**src/rtl/wpa_pkg.sv**
```systemverilog
package wpa_pkg;

  typedef enum logic [2:0] {
    CLS_READ   = 3'd0,
    CLS_WREN   = 3'd1,
    CLS_WRDI   = 3'd2,
    CLS_WRSR   = 3'd3,
    CLS_PROG   = 3'd4,
    CLS_SERASE = 3'd5,
    CLS_BERASE = 3'd6
  } cmd_class_e;

  typedef enum logic [2:0] {
    RSN_OK      = 3'd0,
    RSN_FRAME   = 3'd1,
    RSN_NO_WEL  = 3'd2,
    RSN_LOCKED  = 3'd3,
    RSN_PROTECT = 3'd4
  } reason_e;

  typedef struct packed {
    logic       srwd;
    logic [2:0] bp;
  } prot_cfg_t;

endpackage

```
**src/rtl/wpa_frame_check.sv**
```systemverilog
module wpa_frame_check #(
  parameter int BITS_W = 12
) (
  input  logic [BITS_W-1:0] bits,
  output logic              whole_bytes,
  output logic              single_byte
);
  localparam logic [BITS_W-1:0] ONE_BYTE = BITS_W'(8);

  // Whole bytes means a non-zero count with the three low bits clear.
  assign whole_bytes = (bits != '0) && (bits[2:0] == 3'b000);
  assign single_byte = (bits == ONE_BYTE);
endmodule

```
**src/rtl/wpa_protect_decode.sv**
```systemverilog
module wpa_protect_decode #(
  parameter int ADDR_W = 24,
  parameter int SECT_W = 6
) (
  input  logic [ADDR_W-1:0] addr,
  input  logic [2:0]        bp,
  output logic              hit
);
  localparam logic [SECT_W:0] NSECT = (SECT_W+1)'(1) << SECT_W;

  logic [SECT_W-1:0] sector;
  logic [SECT_W:0]   span;
  logic [SECT_W:0]   first_prot;

  assign sector = addr[ADDR_W-1 -: SECT_W];

  always_comb begin
    span       = (SECT_W+1)'(1) << (bp - 3'd1);
    first_prot = NSECT - span;
    case (bp)
      3'd0:    hit = 1'b0;
      3'd7:    hit = 1'b1;
      default: hit = ({1'b0, sector} >= first_prot);
    endcase
  end
endmodule

```
**src/rtl/wpa_status_reg.sv**
```systemverilog
module wpa_status_reg
  import wpa_pkg::*;
#(
  parameter logic [2:0] BP_RESET   = 3'b000,
  parameter logic       SRWD_RESET = 1'b0
) (
  input  logic      clk,
  input  logic      rst_n,
  input  logic      wp_n,
  input  logic      set_wel,
  input  logic      clr_wel,
  input  logic      wr_cfg_en,
  input  prot_cfg_t wr_cfg,
  output logic      wel,
  output prot_cfg_t cfg
);
  logic locked;
  assign locked = cfg.srwd && !wp_n;

  always_ff @(posedge clk) begin
    if (!rst_n) begin
      wel      <= 1'b0;
      cfg.bp   <= BP_RESET;
      cfg.srwd <= SRWD_RESET;
    end else begin
      if (set_wel)      wel <= 1'b1;
      else if (clr_wel) wel <= 1'b0;
      if (wr_cfg_en && !locked) cfg <= wr_cfg;
    end
  end

  AST_LOCK_FREEZE: assert property (@(posedge clk) disable iff (!rst_n)
    (cfg.srwd && !wp_n) |=> ($stable(cfg.bp) && cfg.srwd));
  AST_WEL_CLEAR: assert property (@(posedge clk) disable iff (!rst_n)
    (clr_wel && !set_wel) |=> !wel);
endmodule

```
**src/rtl/wpa_admission.sv**
```systemverilog
module wpa_admission
  import wpa_pkg::*;
#(
  parameter int         ADDR_W     = 24,
  parameter int         SECT_W     = 6,
  parameter int         BITS_W     = 12,
  parameter logic [2:0] BP_RESET   = 3'b000,
  parameter logic       SRWD_RESET = 1'b0
) (
  input  logic              clk,
  input  logic              rst_n,
  input  logic              wp_n,
  input  logic              cmd_valid,
  output logic              cmd_ready,
  input  logic [2:0]        cmd_class,
  input  logic [BITS_W-1:0] cmd_bits,
  input  logic [ADDR_W-1:0] cmd_addr,
  input  logic [3:0]        cmd_sr_wdata,
  input  logic              op_done,
  output logic              vd_valid,
  input  logic              vd_ready,
  output logic              vd_accept,
  output logic [2:0]        vd_reason,
  output logic [2:0]        vd_class,
  output logic [ADDR_W-1:0] vd_addr,
  output logic              sr_wel,
  output logic [2:0]        sr_bp,
  output logic              sr_srwd
);
  logic      fire, whole_bytes, single_byte, prot_hit, is_mod, locked;
  logic      acc, set_wel, clr_wel, wr_cfg_en;
  reason_e   rsn;
  prot_cfg_t cfg, wr_cfg;
  logic      wel;

  assign cmd_ready = !vd_valid || vd_ready;
  assign fire      = cmd_valid && cmd_ready;
  assign is_mod    = (cmd_class == CLS_WRSR) || (cmd_class == CLS_PROG) ||
                     (cmd_class == CLS_SERASE) || (cmd_class == CLS_BERASE);
  assign locked    = cfg.srwd && !wp_n;
  assign wr_cfg    = prot_cfg_t'(cmd_sr_wdata);

  wpa_frame_check #(.BITS_W(BITS_W)) u_frame (
    .bits        (cmd_bits),
    .whole_bytes (whole_bytes),
    .single_byte (single_byte)
  );

  wpa_protect_decode #(.ADDR_W(ADDR_W), .SECT_W(SECT_W)) u_decode (
    .addr (cmd_addr),
    .bp   (cfg.bp),
    .hit  (prot_hit)
  );

  // Checks in priority order: framing, latch, then lock or range.
  always_comb begin
    rsn = RSN_OK;
    case (cmd_class)
      CLS_WREN, CLS_WRDI: begin
        if (!single_byte) rsn = RSN_FRAME;
      end
      CLS_WRSR: begin
        if (!whole_bytes) rsn = RSN_FRAME;
        else if (!wel)    rsn = RSN_NO_WEL;
        else if (locked)  rsn = RSN_LOCKED;
      end
      CLS_PROG, CLS_SERASE: begin
        if (!whole_bytes)  rsn = RSN_FRAME;
        else if (!wel)     rsn = RSN_NO_WEL;
        else if (prot_hit) rsn = RSN_PROTECT;
      end
      CLS_BERASE: begin
        if (!whole_bytes)         rsn = RSN_FRAME;
        else if (!wel)            rsn = RSN_NO_WEL;
        else if (cfg.bp != 3'd0)  rsn = RSN_PROTECT;
      end
      default: rsn = RSN_OK;
    endcase
    acc = (rsn == RSN_OK);
  end

  assign set_wel   = fire && acc && (cmd_class == CLS_WREN);
  assign clr_wel   = op_done || (fire && (!acc || (cmd_class == CLS_WRDI)));
  assign wr_cfg_en = fire && acc && (cmd_class == CLS_WRSR);

  wpa_status_reg #(.BP_RESET(BP_RESET), .SRWD_RESET(SRWD_RESET)) u_status (
    .clk       (clk),
    .rst_n     (rst_n),
    .wp_n      (wp_n),
    .set_wel   (set_wel),
    .clr_wel   (clr_wel),
    .wr_cfg_en (wr_cfg_en),
    .wr_cfg    (wr_cfg),
    .wel       (wel),
    .cfg       (cfg)
  );

  always_ff @(posedge clk) begin
    if (!rst_n) begin
      vd_valid  <= 1'b0;
      vd_accept <= 1'b0;
      vd_reason <= RSN_OK;
      vd_class  <= CLS_READ;
      vd_addr   <= '0;
    end else if (fire) begin
      vd_valid  <= 1'b1;
      vd_accept <= acc;
      vd_reason <= rsn;
      vd_class  <= cmd_class;
      vd_addr   <= cmd_addr;
    end else if (vd_ready) begin
      vd_valid  <= 1'b0;
    end
  end

  assign sr_wel  = wel;
  assign sr_bp   = cfg.bp;
  assign sr_srwd = cfg.srwd;

  AST_VD_HOLD: assert property (@(posedge clk) disable iff (!rst_n)
    (vd_valid && !vd_ready) |=> (vd_valid && $stable(vd_accept) && $stable(vd_reason) && $stable(vd_class)));
  AST_FRAME_FIRST: assert property (@(posedge clk) disable iff (!rst_n)
    (fire && is_mod && !whole_bytes) |=> (vd_valid && !vd_accept && vd_reason == RSN_FRAME));
  AST_NEED_WEL: assert property (@(posedge clk) disable iff (!rst_n)
    (fire && is_mod && !sr_wel) |=> !vd_accept);
  AST_BULK_GUARD: assert property (@(posedge clk) disable iff (!rst_n)
    (fire && cmd_class == CLS_BERASE && sr_bp != 3'd0) |=> !vd_accept);
endmodule

```
**config.mk**
```make
export PLATFORM = sky130hd
export DESIGN_NAME = wpa_admission
export DESIGN_NICKNAME = d
export VERILOG_FILES = /design/src/rtl/wpa_pkg.sv /design/src/rtl/wpa_frame_check.sv /design/src/rtl/wpa_protect_decode.sv /design/src/rtl/wpa_status_reg.sv /design/src/rtl/wpa_admission.sv
export SDC_FILE = /design/constraint.sdc
export NUM_CORES = 1
export LEC_CHECK = 0
export BUFFER_PORTS_ARGS = -buffer_cell sky130_fd_sc_hd__clkbuf_2
export CORE_MARGIN = 5
export CORE_UTILIZATION = 46
export DETAILED_ROUTE_END_ITERATION = 6
export PLACE_DENSITY = 0.79
export SLEW_MARGIN = 20
export SYNTH_ARGS = -nofsm -noshare
export SYNTH_HDL_FRONTEND = slang
export SYNTH_SLANG_ARGS = --single-unit
```
**constraint.sdc**
```tcl
create_clock -name clk -period 2.9 [get_ports clk]
set_clock_uncertainty 0.1 [all_clocks]
set_input_delay 0.145 -clock clk [delete_from_list [all_inputs] [get_ports clk]]
set_output_delay 0.145 -clock clk [all_outputs]
set_load 0.02 [all_outputs]
```
== After elaboration in Yosys (flattened, before gate mapping) ==
Cells that the tools add are included.

* Flip-flop bits (word level): 37
* Word-level logic and storage cells: 60
* Output and inout bits: 38
* Input bits: 49

* Shifts and indexed selects: 1
* Eq/ne operators: 8
* Mux-type cells: 16
* Add/subtract/negate cells: 2
* Reduce and logical (&&, ||, !) cells: 24
* Order comparisons: 1

{| class="wikitable"
|+ Operators by type and width
! kind !! number
|-
| $mux W3 || 6
|-
| $eq A12 B4 Y1 const B || 1
|-
| $eq A3 B3 Y1 const B || 4
|-
| $pmux W3 S4 || 1
|-
| $reduce_bool A12 Y1 || 1
|-
| $logic_not A3 Y1 || 3
|-
| $logic_and A1 B1 Y1 || 8
|-
| $ge A6 B7 Y1 || 1
|-
| $shl A1 B3 Y7 const A || 1
|-
| $sub A7 B7 Y7 const A || 1
|-
| $eq A3 B2 Y1 const B || 2
|-
| $mux W2 || 3
|-
| $mux W1 || 5
|-
| $logic_not A1 Y1 || 4
|-
| $reduce_bool A2 Y1 || 2
|-
| $reduce_or A2 Y1 || 2
|-
| $eq A3 B1 Y1 const B || 1
|-
| $logic_or A1 B1 Y1 || 3
|-
| $reduce_bool A3 Y1 || 1
|-
| $sub A3 B1 Y3 const B || 1
|-
| $pmux W1 S2 || 1
|}

== Logic depth before layout (Yosys ltp) ==
Gate-level depths: netlist of run 1.

* Depth after elaboration: 16
* Gate-level depth with buffers: 10
* Gate-level depth less buffers: 10

== By module ==
Synthesis of run 1 repeated with hierarchy kept, for this count alone.

* Cells, all modules: 234
* Area total of the unflattened synthesis: 1833.0 sq um

{| class="wikitable"
|+ Modules (own cells, without submodules)
! module !! instances !! seq. area each (sq um) !! area an instance (sq um) !! cells an instance
|-
| wpa_admission || 1 || 640.6 || 1320.0 || 169
|-
| wpa_protect_decode || 1 || 0.0 || 267.8 || 37
|-
| wpa_status_reg || 1 || 100.1 || 201.4 || 22
|-
| wpa_frame_check || 1 || 0.0 || 43.8 || 6
|}

== Worst setup path after synthesis of run 1 ==
No wires, ideal clock.

* Kind: reg2reg
* Start: register u_status.cfg[0] (netlist name)
* End: register u_status.wel
* Setup time: 0.101 ns
* Stages on the path, launching flop included: 11
* Path buffers: 0
* Required time: 2.699 ns
* Period minus slack after synthesis: 2.642 ns
* Data arrival time: 2.441 ns
* Setup slack: 0.258 ns
* Cell sequence: dfxtp_1 > inv_1 > or3_1 > ha_1 > xnor2_1 > ha_1 > a21o_1 > a211oi_1 > o211ai_1 > and2_1 > o41ai_1

* Longest elaborated chain between the ends: 15
* Elaborated cells on any way between the ends: 24
* Those cells by class: 2 x add/sub; 1 x order compare; 1 x eq/ne; 1 x shift; 9 x mux; 10 x reduce/logical

{| class="wikitable"
|+ Ends and longest elaborated chain
! what !! RTL line !! text
|-
| $sub A3 B1 Y3 || wpa_protect_decode.sv:18 || <nowiki>span = (SECT_W+1)'(1) << (bp - 3'd1);</nowiki>
|-
| $shl A1 B3 Y7 || wpa_protect_decode.sv:18 ||
|-
| $sub A7 B7 Y7 || wpa_protect_decode.sv:19 || <nowiki>first_prot = NSECT - span;</nowiki>
|-
| $ge A6 B7 Y1 || wpa_protect_decode.sv:23 || <nowiki>default: hit = ({1'b0, sector} >= first_prot);</nowiki>
|-
| $pmux W1 S2 || wpa_protect_decode.sv:20 || <nowiki>case (bp)</nowiki>
|-
| $mux W3 || wpa_admission.sv:70 || <nowiki>else if (prot_hit) rsn = RSN_PROTECT;</nowiki>
|-
| $mux W3 || wpa_admission.sv:69 || <nowiki>else if (!wel) rsn = RSN_NO_WEL;</nowiki>
|-
| $mux W3 || wpa_admission.sv:68 || <nowiki>if (!whole_bytes) rsn = RSN_FRAME;</nowiki>
|-
| $pmux W3 S4 * || wpa_admission.sv:58 || <nowiki>case (cmd_class)</nowiki>
|-
| $logic_not A3 Y1 * || wpa_admission.sv:79 || <nowiki>acc = (rsn == RSN_OK);</nowiki>
|-
| $logic_not A1 Y1 || wpa_admission.sv:83 || <nowiki>assign clr_wel = op_done || (fire && (!acc || (cmd_class == CLS_WRDI)));</nowiki>
|-
| $logic_or A1 B1 Y1 || wpa_admission.sv:83 ||
|-
| $logic_and A1 B1 Y1 || wpa_admission.sv:83 ||
|-
| $logic_or A1 B1 Y1 || wpa_admission.sv:83 ||
|-
| $reduce_bool A2 Y1 (no line) || - ||
|-
| end signal: assignment || wpa_status_reg.sv:22 || <nowiki>wel <= 1'b0;</nowiki>
|-
| end signal: assignment || wpa_status_reg.sv:26 || <nowiki>if (set_wel) wel <= 1'b1;</nowiki>
|-
| end signal: assignment || wpa_status_reg.sv:27 || <nowiki>else if (clr_wel) wel <= 1'b0;</nowiki>
|-
| end: declaration || wpa_status_reg.sv:14 || <nowiki>output logic wel,</nowiki>
|}

Every way passes the cells marked *; elsewhere a longest branch is shown, timed or not.
A chain may end at the register's enable or synchronous reset.

== Worst setup path after layout of run 1 ==
* Start: register u_status.cfg[0] (netlist name)
* End: register u_status.wel

* Longest elaborated chain between the ends: 15
* Elaborated cells on any way between the ends: 24
* Those cells by class: 2 x add/sub; 1 x order compare; 1 x eq/ne; 1 x shift; 9 x mux; 10 x reduce/logical

{| class="wikitable"
|+ Ends and longest elaborated chain
! what !! RTL line
|-
| $sub A3 B1 Y3 || wpa_protect_decode.sv:18
|-
| $shl A1 B3 Y7 || wpa_protect_decode.sv:18
|-
| $sub A7 B7 Y7 || wpa_protect_decode.sv:19
|-
| $ge A6 B7 Y1 || wpa_protect_decode.sv:23
|-
| $pmux W1 S2 || wpa_protect_decode.sv:20
|-
| $mux W3 || wpa_admission.sv:70
|-
| $mux W3 || wpa_admission.sv:69
|-
| $mux W3 || wpa_admission.sv:68
|-
| $pmux W3 S4 * || wpa_admission.sv:58
|-
| $logic_not A3 Y1 * || wpa_admission.sv:79
|-
| $logic_not A1 Y1 || wpa_admission.sv:83
|-
| $logic_or A1 B1 Y1 || wpa_admission.sv:83
|-
| $logic_and A1 B1 Y1 || wpa_admission.sv:83
|-
| $logic_or A1 B1 Y1 || wpa_admission.sv:83
|-
| $reduce_bool A2 Y1 (no line) || -
|}

Marked as above.

==> metrics.cfg, run 1 <==
[placed_design]
dp_hpwl_um=3580
gp_congestion=0.771
io_buffers=86

[detailed_routing]
wl_met2_um=2330
wl_met3_um=512
ant_nets=0
wire_per_inst_um=13.2
via_per_inst=5.03
drtIter0Drc=37
vias=1875
wl_met1_um=2040
wl_um=4940
drc_errors=0
firstDrtPassIters=4
routed.top_layer=met4

[setup_path]
path_delay_family=compound AO/OA/AOI/OAI gates
cp_slowest_stage_delay_ns=0.40
crit_path_start_kind=flip-flop
critPathArrivalTime_ns=2.71
crit_chain=inv_1 -> or3_1 -> ha_1 -> xnor2_1 -> ha_1 -> a21o_1 -> a211oi_2 -> o211ai_1 -> and2_1 -> o41ai_1
crit_type=reg -> reg
crit_required_ns=2.99
cp.buffers_inverters=1
cp_common_cell=ha_1
critPathMaxFanout=9
setup.worst_path.end_class=flip-flop
critPathSlowestCell=dfxtp_2

[floorplanning]
die_area_um2=5370
pin_count=87
start_util_pct=46.7
die_h_um=73.3
rows=23
die_w_um=73.3
core_area_um2=3940

[timing]
relSlewSlack_pct=50.4
max_freq_mhz=382
fin_crit_ns=2.62
rsz0062_at_grt=no
period_share_pct=90.3
worst_pin_slew_ns=0.742
fin_setup_tns_ns=0
setup_viol=0
drv_slew=0
hold_viol=0

[pwr]
power.total_mw=1.21
vdd_drop_max_mv=0.289
p_leak_nw=1.17
power_density_nw_per_um2=469

[yosys]
yosys_register_bits=37
synth_seq_area_share_pct=40.2
synth_edf_count=0
synth.distinct_cells=42
syn_inst=224
synth_ff_type=dfxtp_1
async_flop_share_pct=0
synth_area_per_cell_um2=8.22
synth_area_um2=1840
syn_nets=279
yosys_warnings=0

[global_routing]
grt_start_max_net_pins=39
overflow=0
grt.total_usage_pct=19.5
grt_pass1_vias=1876
grt_pass1_wl_um=8240
antenna_found_initial=0

[cts]
clockRootBuffer=clkbuf_8
clock_latency_ns=0.28
numClockSinks=37
clk_path_buf_depth=2
clk_pin_slew_ns=0.08
htreeDepth=2
cts_buffers=5
cts_tree=yes

[run_status]
status=finished, final reports clean

[cells_and_area]
finalNetCount=377
final_cell_mix=clkbuf_2, nand2_1, dfxtp_1
antenna_cells=0
mostFrequentLayoutCell=clkbuf_2
drive_gt1_share_pct=32.2
final_util_pct=65.6
syn2layout_area_growth_pct=40.4

[run]
cap_violations=0

[min_path]
holdCritPathClass=in -> reg

[power by group]
part	internal, mW	switching [mW]
logic	0.0915	0.115
clock network	0.279	0.180
registers	0.534	0.0134
[flip-flops by register name (all words and copies together) (netlist names)]
register,count
vd_valid,1
vd_class,3
u_status.wel,1
u_status.cfg,4
vd_accept,1
vd_addr,24
vd_reason,3
[stage by stage]
stage | hold WS [ns] | instances | worst slack (ns) | cell area [µm²]
final | 0.00787 | 373 | 0.281 | 2580
after global placement | 0.281 | 349 | 0.304 | 2300
after detailed placement | 0.290 | 349 | 0.199 | 2300
after floorplan | 0.184 | 224 | 0.258 | 1840
after CTS | 0.00112 | 373 | 0.136 | 2580
after global routing | 0.00958 | 373 | 0.0902 | 2580
[per-layer routing]
metal / GRT usage, % / vias up
met2: 33.9 / 72
met5: 0 / -
met4: 6.15 / 0
li1: - / 966
met3: 6.57 / 4
met1: 22.4 / 833
[path summary, 6_finish.rpt]
kind,start,end,slack (ns),depth (start not counted)
hold reg to reg,vd_class[0]$_SDFFE_PN0P_,vd_class[0]$_SDFFE_PN0P_,0.37,2
setup / recovery,u_status.cfg[0]$_SDFFE_PN0P_,u_status.wel$_SDFFE_PN0P_,0.28,10
setup reg to reg,u_status.cfg[0]$_SDFFE_PN0P_,u_status.wel$_SDFFE_PN0P_,0.28,10
hold / removal,cmd_addr[14],vd_addr[14]$_SDFFE_PN0P_,0.008,3
[worst register-to-register path, cell delays in order, from the launching register on]
cell,delay [ns]
dfxtp_2,0.40
inv_1,0.09
or3_1,0.38
ha_1,0.24
xnor2_1,0.15
ha_1,0.18
a21o_1,0.16
a211oi_2,0.20
o211ai_1,0.12
and2_1,0.17
o41ai_1,0.33
[cells by family (layout without fill, tap and decap cells)]
logic type      after synthesis  in the layout  synth area share (%)
flops                        37             37                  40.2
buf+inv                      19            118                  3.94
simple gates                101            101                  26.4
mux                           5              5                  2.79
xor+xnor                      3              3                  1.43
fa+ha+maj                     6              6                  4.08
compound gates               53             53                  21.1
[synth_stat cells, drive strengths merged, types with 3 or more instances]
cell / number / area [µm²]
a21boi: 31 / 233
a21oi: 3 / 15.0
clkbuf: 12 / 45.0
dfxtp: 37 / 741
ha: 6 / 75.1
inv: 6 / 22.5
mux2i: 4 / 40.0
nand2: 63 / 236
nand3: 9 / 45.0
nor2: 3 / 11.3
nor2b: 5 / 31.3
o21ai: 5 / 25.0
or3: 3 / 18.8
[final cells by class]
type | instances | area [µm²]
fillers | 338 | 1360
multi-input cells | 168 | 1030
flip-flops and latches | 37 | 742
repair buffers | 104 | 606
clock buffers | 6 | 82.6
well taps | 50 | 62.6
clock inverters | 2 | 37.5
inverters | 6 | 22.5
[timing repair]
| item | 4_1_cts | 5_1_grt |
|---|---|---|
| endpoints found under the setup margin | 0 | 2 |
| setup buffers | 0 | 0 |
| resized for setup | 0 | 3 |
| hold buffers | 16 | 0 |
| hold endpoints to repair | 16 | 0 |
Power figures use the tool's default switching activity.
==> inputs of run 2 (changes only) <==
--- a/config.mk
+++ b/config.mk
@@ -10,6 +10,7 @@
 export CORE_UTILIZATION = 46
 export DETAILED_ROUTE_END_ITERATION = 6
 export PLACE_DENSITY = 0.79
+export REMOVE_ABC_BUFFERS = 1
 export SLEW_MARGIN = 20
 export SYNTH_ARGS = -nofsm -noshare
 export SYNTH_HDL_FRONTEND = slang
==> metrics.cfg, run 2 (synthesis results as in run 1) <==
[floorplanning]
start_util_pct=46.7
pin_count=87
rows=23
core_area_um2=3940
die_area_um2=5370
die_h_um=73.3
die_w_um=73.3

[timing]
drv_slew=0
relSlewSlack_pct=58.3
max_freq_mhz=370
hold_viol=0
rsz0062_at_grt=no
worst_pin_slew_ns=0.626
period_share_pct=93.2
setup_viol=0
fin_crit_ns=2.70
fin_setup_tns_ns=0

[global_routing]
overflow=0
grt_pass1_vias=1818
grt_start_max_net_pins=39
antenna_found_initial=0
grt_pass1_wl_um=7610
grt.total_usage_pct=17.7

[setup_path]
critPathArrivalTime_ns=2.78
crit_required_ns=2.97
crit_path_start_kind=flip-flop
reg2reg_setup_slack_ns=0.20
setup.worst_path.end_class=flip-flop
crit_type=reg -> reg
critPathMaxFanout=9

[pwr]
power_density_nw_per_um2=448
p_leak_nw=1.16
power.total_mw=1.14
vdd_drop_max_mv=0.230

[cells_and_area]
finalNetCount=375
top_regs=vd_addr: 24 flops, u_status.cfg: 4 flops
stdcell_count=371
final_area_um2=2540
antenna_cells=0
syn2layout_area_growth_pct=38.1
final_util_pct=64.5
drive_gt1_share_pct=32.1
nFillCells=335
regMostFlops=vd_addr
largest_register_ffs=24
final_cell_mix=clkbuf_2, nand2_1, dfxtp_1
mostFrequentLayoutCell=clkbuf_2

[run]
cap_violations=0

[cts]
htreeDepth=2
numClockSinks=37
clockRootBuffer=clkbuf_8
post_cts_buffers=0
cts_buffers=5
clk_pin_slew_ns=0.07
cts_tree=yes
clk_path_buf_depth=2
clock_latency_ns=0.28

[placed_design]
place_area_um2=2300
io_buffers=86
placed_cells=349
gp_congestion=0.758
dp_hpwl_um=3310

[detailed_routing]
drtIter0Drc=45
wl_um=4570
wire_per_inst_um=12.3
drc_errors=0
ant_nets=0
vias=1838
firstDrtPassIters=5
via_per_inst=4.95

[run_status]
status=finished, final reports clean

[min_path]
holdCritPathClass=in -> reg

[run 2: changes by cell type in the layout (fill, tap and decap cells not counted)]
cell | before | now
dlygate4sd3_1 | 16 | 14
clkinv_2 | 0 | 1
clkbuf_8 | 6 | 7
bufinv_16 | 1 | 0
o21ai_1 | 1 | 0
a211oi_2 | 1 | 0
a211oi_1 | 0 | 1
clkinvlp_4 | 1 | 0
o21ai_0 | 4 | 5
[run 2: power by group]
group	switching [mW]	internal, mW
Combinational	0.111	0.0891
Clock	0.178	0.215
Sequential	0.0123	0.534
Total	0.301	0.837
[run 2: final timing paths]
| kind | start | end | cells after the start |
|---|---|---|---|
| worst max-delay path | u_status.cfg[0]$_SDFFE_PN0P_ | u_status.wel$_SDFFE_PN0P_ | 10 |
| worst min register to register | vd_addr[21]$_SDFFE_PN0P_ | vd_addr[21]$_SDFFE_PN0P_ | 2 |
| worst min-delay path | cmd_addr[18] | vd_addr[18]$_SDFFE_PN0P_ | 3 |
| worst max register to register | u_status.cfg[0]$_SDFFE_PN0P_ | u_status.wel$_SDFFE_PN0P_ | 10 |
[run 2: metal layers]
metal | GRT usage (%) | vias to the layer above | routed length [µm]
met1 | 21.8 | 801 | 2080
met4 | 3.69 | 0 | 36
li1 | - | 964 | -
met5 | 0 | - | 0
met2 | 30.5 | 69 | 2040
met3 | 5.20 | 4 | 412
[run 2: worst max-delay path: stages (launching register included)]
cell and delay [ns]:
dfxtp_2 0.41, inv_1 0.09, or3_1 0.38, ha_1 0.23, xnor2_1 0.14, ha_1 0.18
a21o_1 0.15, a211oi_1 0.23, o211ai_1 0.15, and2_1 0.18, o41ai_1 0.35
[run 2: layout make-up]
| cell class | instances | area [µm²] | share of cell area, % |
|---|---|---|---|
| Clock buffer | 7 | 96.3 | 3.79 |
| Timing Repair Buffer | 102 | 586 | 23.0 |
| Clock inverter | 1 | 5.00 | 0.197 |
| Multi-Input combinational cell | 168 | 1030 | 40.4 |
| Tap cell | 50 | 62.6 | 2.46 |
| Inverter | 6 | 22.5 | 0.886 |
| Sequential cell | 37 | 742 | 29.2 |
[run 2: timing repair]
| item | in CTS | in global routing |
|---|---|---|
| hold buffers | 14 | 0 |
| endpoints found under the hold margin | 14 | 0 |
| endpoints found under the setup margin | 0 | 2 |
| gates resized for setup | 0 | 1 |
[run 2: metrics by stage]
| step | setup WS, ns | hold slack [ns] |
|---|---|---|
| final | 0.196 | 0.00164 |
| after detailed placement | 0.0500 | 0.291 |
| after global placement | 0.297 | 0.282 |
| after floorplan | 0.258 | 0.172 |
| after global routing | 0.0259 | 0.0144 |
| after CTS | 0.0558 | 0.000770 |
==> inputs of run 3 (changes only) <==
--- a/config.mk
+++ b/config.mk
@@ -9,6 +9,7 @@
 export CORE_MARGIN = 5
 export CORE_UTILIZATION = 46
 export DETAILED_ROUTE_END_ITERATION = 6
+export HOLD_SLACK_MARGIN = 0.15
 export PLACE_DENSITY = 0.79
 export REMOVE_ABC_BUFFERS = 1
 export SLEW_MARGIN = 20
==> metrics.cfg, run 3 (synthesis results as in run 1) <==
[timing]
worst_pin_slew_ns=0.638
rsz0062_at_grt=no
holdWs_ns=0.214
relSlewSlack_pct=57.5
fin_setup_tns_ns=0
period_share_pct=93.3
fin_crit_ns=2.71
setup_viol=0
hold_viol=0
drv_slew=0
max_freq_mhz=370

[placed_design]
io_buffers=86
gp_congestion=0.758
dp_hpwl_um=3310

[cells_and_area]
top_regs=vd_addr: 24 flops, u_status.cfg: 4 flops
drive_gt1_share_pct=30.2
nFillCells=317
seqCellArea_um2=742
final_cell_mix=clkbuf_2, nand2_1, dfxtp_1
multiInputGateArea_um2=1030
finalNetCount=395
syn2layout_area_growth_pct=48.9
mostFrequentLayoutCell=clkbuf_2
largest_register_ffs=24
antenna_cells=0
regMostFlops=vd_addr

[pwr]
clockPowerShare_pct=33.8
power_frac_seq_pct=47.0
power_density_nw_per_um2=424
p_sw_mw=0.306
combPwrFrac_pct=19.2
vdd_drop_max_mv=0.230
p_leak_nw=1.24
power.share.switching_pct=26.4
intPower_mw=0.855

[cts]
cts_tree=yes
numClockSinks=37
htreeDepth=2
clockRootBuffer=clkbuf_8
clk_path_buf_depth=2
clk_pin_slew_ns=0.07
cts_buffers=5
clock_latency_ns=0.28

[setup_path]
crit_type=reg -> reg
critPathArrivalTime_ns=2.78
setup.worst_path.end_class=flip-flop
crit_path_start_kind=flip-flop
critPathMaxFanout=9
crit_required_ns=2.97

[detailed_routing]
via_per_inst=4.88
wire_per_inst_um=12.4
drtIter0Drc=53
ant_nets=0
wl_um=4850
firstDrtPassIters=4
drc_errors=0
vias=1907

[global_routing]
grt.total_usage_pct=19.0
overflow=0
grt_start_max_net_pins=39
antenna_found_initial=0
grt_pass1_vias=1909
grt_pass1_wl_um=8170

[floorplanning]
core_area_um2=3940
die_area_um2=5370
start_util_pct=46.7
die_w_um=73.3
die_h_um=73.3
rows=23
pin_count=87

[run_status]
status=finished, final reports clean

[min_path]
holdCritPathClass=in -> reg

[run]
cap_violations=0

-- run 3: cell types whose count changed in the layout (fill, tap and decap cells not counted), sizes merged --
cell	before	now
dlygate4sd3	14	34
-- run 3: timing repair --
item                                    in CTS  in global routing
hold buffers                                34                  0
hold endpoints to repair                    33                  0
gates resized for setup                      0                  1
buffers inserted                             0                  0
endpoints found under the setup margin       0                  2
-- run 3: cell type report --
cell class / count / share of cell area (%)
tap: 50 / 2.28
sequential: 37 / 27.1
timing repair buffer: 122 / 28.7
clock inverter: 1 / 0.183
multi-input combinational: 168 / 37.5
inverter: 6 / 0.822
clock buffer: 7 / 3.51
-- run 3: power by group through the flow --
| stage | registers, mW | clock network (mW) | logic [mW] |
|---|---|---|---|
| final | 0.546 | 0.393 | 0.223 |
| after CTS | 0.546 | 0.407 | 0.224 |
| after global placement | 0.557 | 0 | 0.184 |
| after global routing | 0.549 | 0.421 | 0.248 |
| after floorplan | 0.589 | 0 | 0.0681 |
| after detailed placement | 0.558 | 0 | 0.187 |
-- run 3: worst paths after layout --
path	startpoint	to	slack [ns]	cells after the start
worst min-delay path	cmd_bits[0]	vd_reason[1]$_SDFFE_PN0P_	0.21	5
worst max-delay path	u_status.cfg[0]$_SDFFE_PN0P_	u_status.wel$_SDFFE_PN0P_	0.19	10
worst min register to register	vd_addr[21]$_SDFFE_PN0P_	vd_addr[21]$_SDFFE_PN0P_	0.37	2
worst max register to register	u_status.cfg[0]$_SDFFE_PN0P_	u_status.wel$_SDFFE_PN0P_	0.19	10
-- run 3: worst max-delay path: stages (launching register included) --
cell	delay (ns)
dfxtp_2	0.41
inv_1	0.09
or3_1	0.38
ha_1	0.23
xnor2_1	0.14
ha_1	0.18
a21o_1	0.15
a211oi_1	0.23
o211ai_1	0.15
and2_1	0.18
o41ai_1	0.35
-- run 3: routing by layer --
metal	wire [µm]	share of wire, %	GRT usage, %
met2	2190	45	33.2
met5	0	0	0
met4	36	0.74	3.69
met3	444	9.2	5.61
met1	2170	45	23.2
-- run 3: through the flow --
step	area, µm²	utilization (%)	total power [mW]	setup slack (ns)	cells
floorplan	1790	-	0.657	0.258	211
global placement	2300	58.3	0.741	0.297	349
detailed placement	2300	58.3	0.745	0.0500	349
CTS	2740	69.5	1.18	0.0558	391
global route	2740	69.5	1.22	0.0326	391
finish	2740	69.5	1.16	0.194	391
